`config.mk`:
```
export PLATFORM = sky130hd
export DESIGN_NAME = spi_irq_unit
export DESIGN_NICKNAME = d
export VERILOG_FILES = /design/src/rtl/spi_irq_pkg.sv /design/src/rtl/spi_irq_thresh.sv /design/src/rtl/spi_irq_sticky.sv /design/src/rtl/spi_irq_mask.sv /design/src/rtl/spi_irq_unit.sv
export SDC_FILE = /design/constraint.sdc
export NUM_CORES = 1
export LEC_CHECK = 0
export CAP_MARGIN = 20
export CORE_MARGIN = 2
export CORE_UTILIZATION = 32
export DETAILED_ROUTE_END_ITERATION = 8
export MAX_ROUTING_LAYER = met4
export PLACE_DENSITY = 0.75
export SLEW_MARGIN = 40
export SYNTH_ARGS = -nofsm -noshare
export SYNTH_HDL_FRONTEND = slang
export SYNTH_SLANG_ARGS = --single-unit
```
`constraint.sdc`:
```
create_clock -name clk -period 1.4 [get_ports clk]
set_input_delay 0.28 -clock clk [delete_from_list [all_inputs] [get_ports clk]]
set_output_delay 0.28 -clock clk [all_outputs]
set_load 0.005 [all_outputs]
```
`src/rtl/spi_irq_pkg.sv`:
```
package spi_irq_pkg;
  localparam int NSRC = 5;

  typedef enum int {
    SRC_TXLOW  = 0,
    SRC_TXOVF  = 1,
    SRC_RXUND  = 2,
    SRC_RXOVF  = 3,
    SRC_RXHIGH = 4
  } src_e;

  typedef logic [NSRC-1:0] src_vec_t;

  localparam int NSTICKY = 3;
endpackage

```
`src/rtl/spi_irq_thresh.sv`:
```
// Threshold register plus level comparison. CMP_ABOVE selects the sense:
// 0 -> hit when level <= threshold, 1 -> hit when level > threshold.
module spi_irq_thresh #(
  parameter int DEPTH     = 16,
  parameter int WDATA_W   = 8,
  parameter bit CMP_ABOVE = 1'b0,
  localparam int LVL_W    = $clog2(DEPTH + 1),
  localparam int THR_W    = $clog2(DEPTH)
) (
  input  logic               clk,
  input  logic               rst_n,
  input  logic               wr_en,
  input  logic [WDATA_W-1:0] wdata,
  input  logic [LVL_W-1:0]   level,
  output logic [THR_W-1:0]   thr_q,
  output logic               hit
);
  logic [THR_W-1:0] thr_d;
  logic [LVL_W-1:0] thr_ext;

  // Only the low bits are kept, so larger values cannot be stored.
  always_comb begin
    thr_d = thr_q;
    if (wr_en) thr_d = wdata[THR_W-1:0];
  end

  always_ff @(posedge clk or negedge rst_n) begin
    if (!rst_n)     thr_q <= '0;
    else if (wr_en) thr_q <= thr_d;
  end

  assign thr_ext = LVL_W'(thr_q);

  generate
    if (CMP_ABOVE) begin : g_above
      assign hit = (level > thr_ext);
    end else begin : g_at_or_below
      assign hit = (level <= thr_ext);
    end
  endgenerate
endmodule

```
`src/rtl/spi_irq_sticky.sv`:
```
// One sticky error flag: set wins over clear, disable flushes.
module spi_irq_sticky (
  input  logic clk,
  input  logic rst_n,
  input  logic enable,
  input  logic event_i,
  input  logic clear_i,
  output logic flag_q
);
  logic flag_d;
  logic flag_ce;

  always_comb begin
    flag_d = flag_q;
    if (!enable)      flag_d = 1'b0;
    else if (event_i) flag_d = 1'b1;
    else if (clear_i) flag_d = 1'b0;
  end

  assign flag_ce = (!enable) || event_i || clear_i;

  always_ff @(posedge clk or negedge rst_n) begin
    if (!rst_n)       flag_q <= 1'b0;
    else if (flag_ce) flag_q <= flag_d;
  end
endmodule

```
`src/rtl/spi_irq_mask.sv`:
```
// Mask register, masked status view and the combined interrupt line.
module spi_irq_mask
  import spi_irq_pkg::*;
(
  input  logic     clk,
  input  logic     rst_n,
  input  logic     wr_en,
  input  src_vec_t wdata,
  input  src_vec_t raw,
  output src_vec_t mask_q,
  output src_vec_t masked,
  output logic     irq
);
  src_vec_t mask_d;

  always_comb begin
    mask_d = mask_q;
    if (wr_en) mask_d = wdata;
  end

  always_ff @(posedge clk or negedge rst_n) begin
    if (!rst_n)     mask_q <= '0;
    else if (wr_en) mask_q <= mask_d;
  end

  assign masked = raw & mask_q;
  assign irq    = |masked;
endmodule

```
`src/rtl/spi_irq_unit.sv`:
```
module spi_irq_unit
  import spi_irq_pkg::*;
#(
  parameter int DEPTH    = 16,
  parameter int WDATA_W  = 8,
  localparam int LVL_W   = $clog2(DEPTH + 1),
  localparam int THR_W   = $clog2(DEPTH)
) (
  input  logic               clk,
  input  logic               rst_n,
  input  logic               enable,
  input  logic [LVL_W-1:0]   tx_level,
  input  logic [LVL_W-1:0]   rx_level,
  input  logic               tx_push,
  input  logic               tx_full,
  input  logic               rx_pop,
  input  logic               rx_empty,
  input  logic               rx_arrive,
  input  logic               rx_full,
  input  logic               thr_wr_tx,
  input  logic               thr_wr_rx,
  input  logic [WDATA_W-1:0] thr_wdata,
  input  logic               mask_wr,
  input  logic [NSRC-1:0]    mask_wdata,
  input  logic               clr_rd,
  output logic [THR_W-1:0]   tx_thr,
  output logic [THR_W-1:0]   rx_thr,
  output logic [NSRC-1:0]    mask_q,
  output logic [NSRC-1:0]    raw_stat,
  output logic [NSRC-1:0]    irq_stat,
  output logic               irq
);
  logic tx_hit;
  logic rx_hit;
  logic txlow_d, txlow_q;
  logic rxhigh_d, rxhigh_q;
  logic [NSTICKY-1:0] err_evt;
  logic [NSTICKY-1:0] err_q;
  src_vec_t raw_vec;

  spi_irq_thresh #(.DEPTH(DEPTH), .WDATA_W(WDATA_W), .CMP_ABOVE(1'b0)) u_tx_thr (
    .clk(clk), .rst_n(rst_n), .wr_en(thr_wr_tx), .wdata(thr_wdata),
    .level(tx_level), .thr_q(tx_thr), .hit(tx_hit)
  );

  spi_irq_thresh #(.DEPTH(DEPTH), .WDATA_W(WDATA_W), .CMP_ABOVE(1'b1)) u_rx_thr (
    .clk(clk), .rst_n(rst_n), .wr_en(thr_wr_rx), .wdata(thr_wdata),
    .level(rx_level), .thr_q(rx_thr), .hit(rx_hit)
  );

  // Level-following threshold bits, registered once.
  always_comb begin
    txlow_d  = tx_hit;
    rxhigh_d = rx_hit;
  end

  always_ff @(posedge clk or negedge rst_n) begin
    if (!rst_n) begin
      txlow_q  <= 1'b0;
      rxhigh_q <= 1'b0;
    end else begin
      txlow_q  <= txlow_d;
      rxhigh_q <= rxhigh_d;
    end
  end

  // Error events, in sticky-flag order: tx overflow, rx underflow, rx overflow.
  assign err_evt[0] = tx_push   & tx_full;
  assign err_evt[1] = rx_pop    & rx_empty;
  assign err_evt[2] = rx_arrive & rx_full;

  generate
    for (genvar i = 0; i < NSTICKY; i++) begin : g_err
      spi_irq_sticky u_flag (
        .clk(clk), .rst_n(rst_n), .enable(enable),
        .event_i(err_evt[i]), .clear_i(clr_rd), .flag_q(err_q[i])
      );
    end
  endgenerate

  always_comb begin
    raw_vec             = '0;
    raw_vec[SRC_TXLOW]  = txlow_q;
    raw_vec[SRC_TXOVF]  = err_q[0];
    raw_vec[SRC_RXUND]  = err_q[1];
    raw_vec[SRC_RXOVF]  = err_q[2];
    raw_vec[SRC_RXHIGH] = rxhigh_q;
  end

  assign raw_stat = raw_vec;

  spi_irq_mask u_mask (
    .clk(clk), .rst_n(rst_n), .wr_en(mask_wr), .wdata(mask_wdata),
    .raw(raw_vec), .mask_q(mask_q), .masked(irq_stat), .irq(irq)
  );
endmodule

```
# Yosys cells after proc, flatten, opt, wreduce, memory -nomap -nowiden
# Index checks and enable logic that the tools add are counted.
[op_classes]
bitwise = 4
n_eq_ne = 3
muxes = 7
n_lt_le_gt_ge = 2
n_reduce_logical = 11
[op_table]
columns = ["op", "n"]
rows = [
  ["$ne A3 B1 Y1 const B", 3],
  ["$mux W1", 7],
  ["$logic_or A1 B1 Y1", 6],
  ["$reduce_and A2 Y1", 3],
  ["$and A5 B5 Y5", 1],
  ["$gt A5 B4 Y1", 1],
  ["$le A5 B4 Y1", 1],
  ["$reduce_or A5 Y1", 1],
  ["$and A1 B1 Y1", 3],
  ["$logic_not A1 Y1", 1],
]
[word_totals]
input_bits = 36
reg_bits = 18
word_cells = 35
out_inout_bits = 24

# Longest topological paths before layout
[depth]
word_depth = 4
ltp_mapped = 5
mapped_depth_nobuf = 5

# Hierarchy
# A second synthesis with hierarchy kept.
[hier_totals]
hier_cells = 85
area_unflattened_um2 = 962.2
[modules_own_cells]
columns = ["module", "cells_each", "n_inst", "area_each_um2", "seq_area_each_um2"]
rows = [
  ["spi_irq_thresh at u_tx_thr", 26, 1, 254.0, 100.1],
  ["spi_irq_thresh at u_rx_thr", 26, 1, 250.2, 100.1],
  ["spi_irq_mask", 17, 1, 235.2, 125.1],
  ["spi_irq_sticky", 3, 3, 46.3, 25.0],
  ["spi_irq_unit", 7, 1, 83.8, 50.0],
]

# Worst setup path after synthesis
# Ideal clock, no wire load.
[synth_path]
path_kind = "register to output"
startpoint = "register u_mask.mask_q[1]"
endpoint = "output irq"
t_arrival_ps = 1138
n_path_buf = 0
path_stages_with_launch = 4
t_required_ps = 1120
setup_slack_ps = -18
path_cell_list = "dfrtp_1 > and2_4 > or2_1 > or4_1"
[synth_between]
elab_chain_cells = 2
[synth_rtl]
columns = ["item", "line_no", "rtl"]
rows = [
  ["start: declaration", "spi_irq_mask.sv:10", "output src_vec_t mask_q,"],
  ["start signal: assignment", "spi_irq_mask.sv:23", "else if (wr_en) mask_q <= mask_d;"],
  ["$and A5 B5 Y5", "spi_irq_mask.sv:26", "assign masked = raw & mask_q;"],
  ["via irq_stat[1]", "spi_irq_unit.sv:30", "output logic [NSRC-1:0] irq_stat,"],
  ["$reduce_or A5 Y1", "spi_irq_mask.sv:27", "assign irq = |masked;"],
  ["end: declaration", "spi_irq_unit.sv:31", "output logic irq"],
]
# The timed path passes the listed nets, and every way through them passes these cells.

# Final worst setup path
[layout_path]
startpoint = "register u_mask.mask_q[0]"
endpoint = "output irq"
[layout_between]
elab_chain_cells = 2
[layout_rtl]
columns = ["item", "line_no"]
rows = [
  ["$and A5 B5 Y5", "spi_irq_mask.sv:26"],
  ["$reduce_or A5 Y1", "spi_irq_mask.sv:27"],
]
# Every way passes these cells.

==> results.py <==
metrics = {
    "outcome": {
        "status": "complete, but fails checks",
        "violations": "setup timing",
    },
    "logic_synthesis": {
        "ys_warn_count": 0,
        "synth_top_cell_by_area": "dfrtp_1",
        "synth_fp_nets": 130,
        "syn_area_um2": 921,
        "synth_area_per_cell_um2": 10.7,
        "synth-seq-cells": 18,
        "ys_seq_area_share_pct": 48.9,
        "ys_top_cells_by_area": "dfrtp_1 49%, ha_1 11%, mux2_2 8.6%",
        "ys_types": 19,
        "syn_inst": 86,
        "netlist.area_leader.share_pct": 48.9,
    },
    "grt": {
        "grt_overflow": 0,
        "grt_pass1_vias": 926,
        "grtUsageTotal_pct": 16.0,
        "grt_max_degree": 19,
        "antenna_found_initial": 0,
        "grt_pass1_wl_um": 4040,
    },
    "floorplan": {
        "io_pins": 60,
        "initial_utilization_pct": 33.7,
        "num_rows": 19,
        "dieArea_um2": 3320,
        "die_h_um": 57.6,
        "core_um2": 2730,
        "die-width_um": 57.6,
    },
    "timing": {
        "tightest_slew_ps": 232,
        "rsz0062_at_grt": "yes",
        "skew_ps": 0.369,
        "post-route-period-util_pct": 132,
        "slew-limit-headroom_pct": 84.5,
        "drv_slew": 0,
        "max_freq_mhz": 543,
        "final_hold_viol_count": 0,
        "setup_viol": 2,
        "worst_slack_ps": -442,
        "setup_tns_ps": -621,
        "fin_crit_ps": 1840,
    },
    "place": {
        "dp_hpwl_um": 1970,
        "place_worst_setup_slack_ps": -449,
        "port_buffers": 55,
        "gp_congestion": 0.837,
    },
    "critical_path": {
        "cp-start-kind": "register",
        "critPathKind": "reg -> out",
        "critPathArrivalTime_ps": 1560,
        "cp-end-kind": "primary output",
        "cp_max_fo": 2,
        "reg2regPathDepth": 4,
        "cp.required_ps": 1120,
    },
    "clocking": {
        "tritoncts": "yes",
        "clkTransAtPathRegs_ps": 100,
        "clk-insertion-delay-late_ps": 290,
        "cts_sinks": 18,
        "cts-root-buf": "clkbuf_4",
        "numCtsBuffers": 3,
        "h-tree-depth": 1,
        "clockBufferDepth": 2,
        "holdBufCountCts": 0,
    },
    "hold_path": {
        "hold_path_class": "in -> async",
    },
    "detailed_routing": {
        "routed_via_density": 4.62,
        "drt-total-wl_um": 2440,
        "vias": 878,
        "drtAntennaViolNets": 0,
        "drt_iter0_drc": 11,
        "drc": 0,
        "wl_per_cell_um": 12.8,
        "dr.pass1.iters": 4,
    },
    "flow_run": {
        "cap_violations": 0,
    },
    "power": {
        "p_leak_nw": 0.803,
        "pwr_density_cell_nw_per_um2": 818,
        "max-vdd-ir-drop_mv": 0.609,
    },
    "layout": {
        "synthToLayoutAreaGrowth_pct": 75.0,
        "final_nets": 204,
        "diodes": 0,
        "drive_gt1_share_pct": 25.2,
    },
}
-- area by class of cell --
type / count / area, um^2
timing repair buffer: 74 / 648
multi-input combinational: 51 / 393
sequential: 18 / 450
tap: 31 / 38.8
fill: 243 / 1120
clock buffer: 4 / 36.3
inverter: 12 / 45.0
-- through the flow --
| step | hold WS (ps) | instances | area [um^2] | power [mW] | utilization (%) |
|---|---|---|---|---|---|
| after floorplan | -15.6 | 86 | 921 | 0.747 | - |
| after global placement | 512 | 178 | 1560 | 1.02 | 56.9 |
| after detailed placement | 530 | 178 | 1560 | 1.04 | 56.9 |
| after CTS | 324 | 187 | 1590 | 1.32 | 58.3 |
| after global routing | 339 | 190 | 1610 | 1.41 | 58.9 |
| final | 322 | 190 | 1610 | 1.32 | 58.9 |
-- layer usage --
layer | wire, um | track usage [%] | vias up | share of wire (%)
met3 | 272 | 4.24 | 2 | 11
met5 | 0 | - | - | 0
met1 | 982 | 18.1 | 396 | 40
met2 | 1170 | 26.8 | 46 | 48
met4 | 13 | 6.64 | 0 | 0.53
li1 | - | - | 434 | -
-- synth_stat cells, drive strengths merged --
| master | n |
|---|---|
| o32a | 1 |
| or2 | 1 |
| o21ai | 7 |
| nor2b | 4 |
| inv | 12 |
| dfrtp | 18 |
| nand4 | 1 |
| mux2 | 7 |
| a21oi | 3 |
| a22oi | 3 |
| nand2 | 6 |
| nor2 | 1 |
| buf | 5 |
| or4 | 1 |
| o221ai | 1 |
| nand3 | 2 |
| and2 | 5 |
| ha | 8 |
-- worst max-delay path: stages, from the launching register on --
cell and delay [ps]:
dfrtp_1 390, and2_4 160, or2_1 210, or4_1 380, buf_2 140
-- worst paths after layout --
check	startpoint	end	slack (ps)
worst max-delay path	u_mask.mask_q[0]	irq	-440
worst min register to register	u_rx_thr.thr_q[2]	u_rx_thr.thr_q[2]	570
worst max register to register	u_rx_thr.thr_q[0]	rxhigh_q	110
worst min-delay path	rst_n	txlow_q	320
min in group clk	tx_level[4]	txlow_q	530
max in group asynchronous	rst_n	u_rx_thr.thr_q[1]	890
-- cells in the final DEF (no fill, tap or decap), types with 2 or more instances in the layout --
cell type        synthesis  routed
a22oi_1                  3       3
dlygate4sd2_1            0      15
buf_4                    5      18
a21oi_1                  3       3
clkdlybuf4s50_1          0      32
inv_1                   12      12
buf_2                    0       3
clkbuf_4                 0       3
nand3_1                  2       2
dfrtp_1                 18      18
clkdlybuf4s15_1          0       2
and2_4                   2       4
ha_1                     8       8
clkbuf_2                 0       3
nor2b_1                  4       4
mux2_2                   7       7
nand2_1                  6       6
o21ai_0                  7       7
-- kinds of logic (layout without fill, tap and decap cells) --
| family | after synthesis | in the layout | synth area share [%] |
|---|---|---|---|
| AND/OR/NAND/NOR | 21 | 21 | 12.8 |
| flip-flops | 18 | 18 | 48.9 |
| buffers and inverters | 17 | 90 | 8.97 |
| AO/OA/AOI/OAI | 15 | 15 | 9.92 |
| adder cells (fa/ha/maj) | 8 | 8 | 10.9 |
| multiplexers | 7 | 7 | 8.56 |
-- repair_timing --
action | CTS | global route
gates cloned | 0 | 0
setup buffers | 5 | 3
endpoints found under the setup margin | 24 | 8
pin swaps | 3 | 0
resized for setup | 34 | 9
-- report_power, final --
group          total [mW]  internal [mW]  switching [mW]
logic               0.416          0.267           0.149
registers           0.593          0.567          0.0256
clock network       0.310          0.158           0.151
total                1.32          0.993           0.326
-- sequential cells by signal, indices dropped and copies added, names as in the netlist --
register / cells
rxhigh_q: 1
g_err.u_flag.flag_q: 3
u_rx_thr.thr_q: 4
u_tx_thr.thr_q: 4
txlow_q: 1
u_mask.mask_q: 5
(Power assumes the default switching activity.)
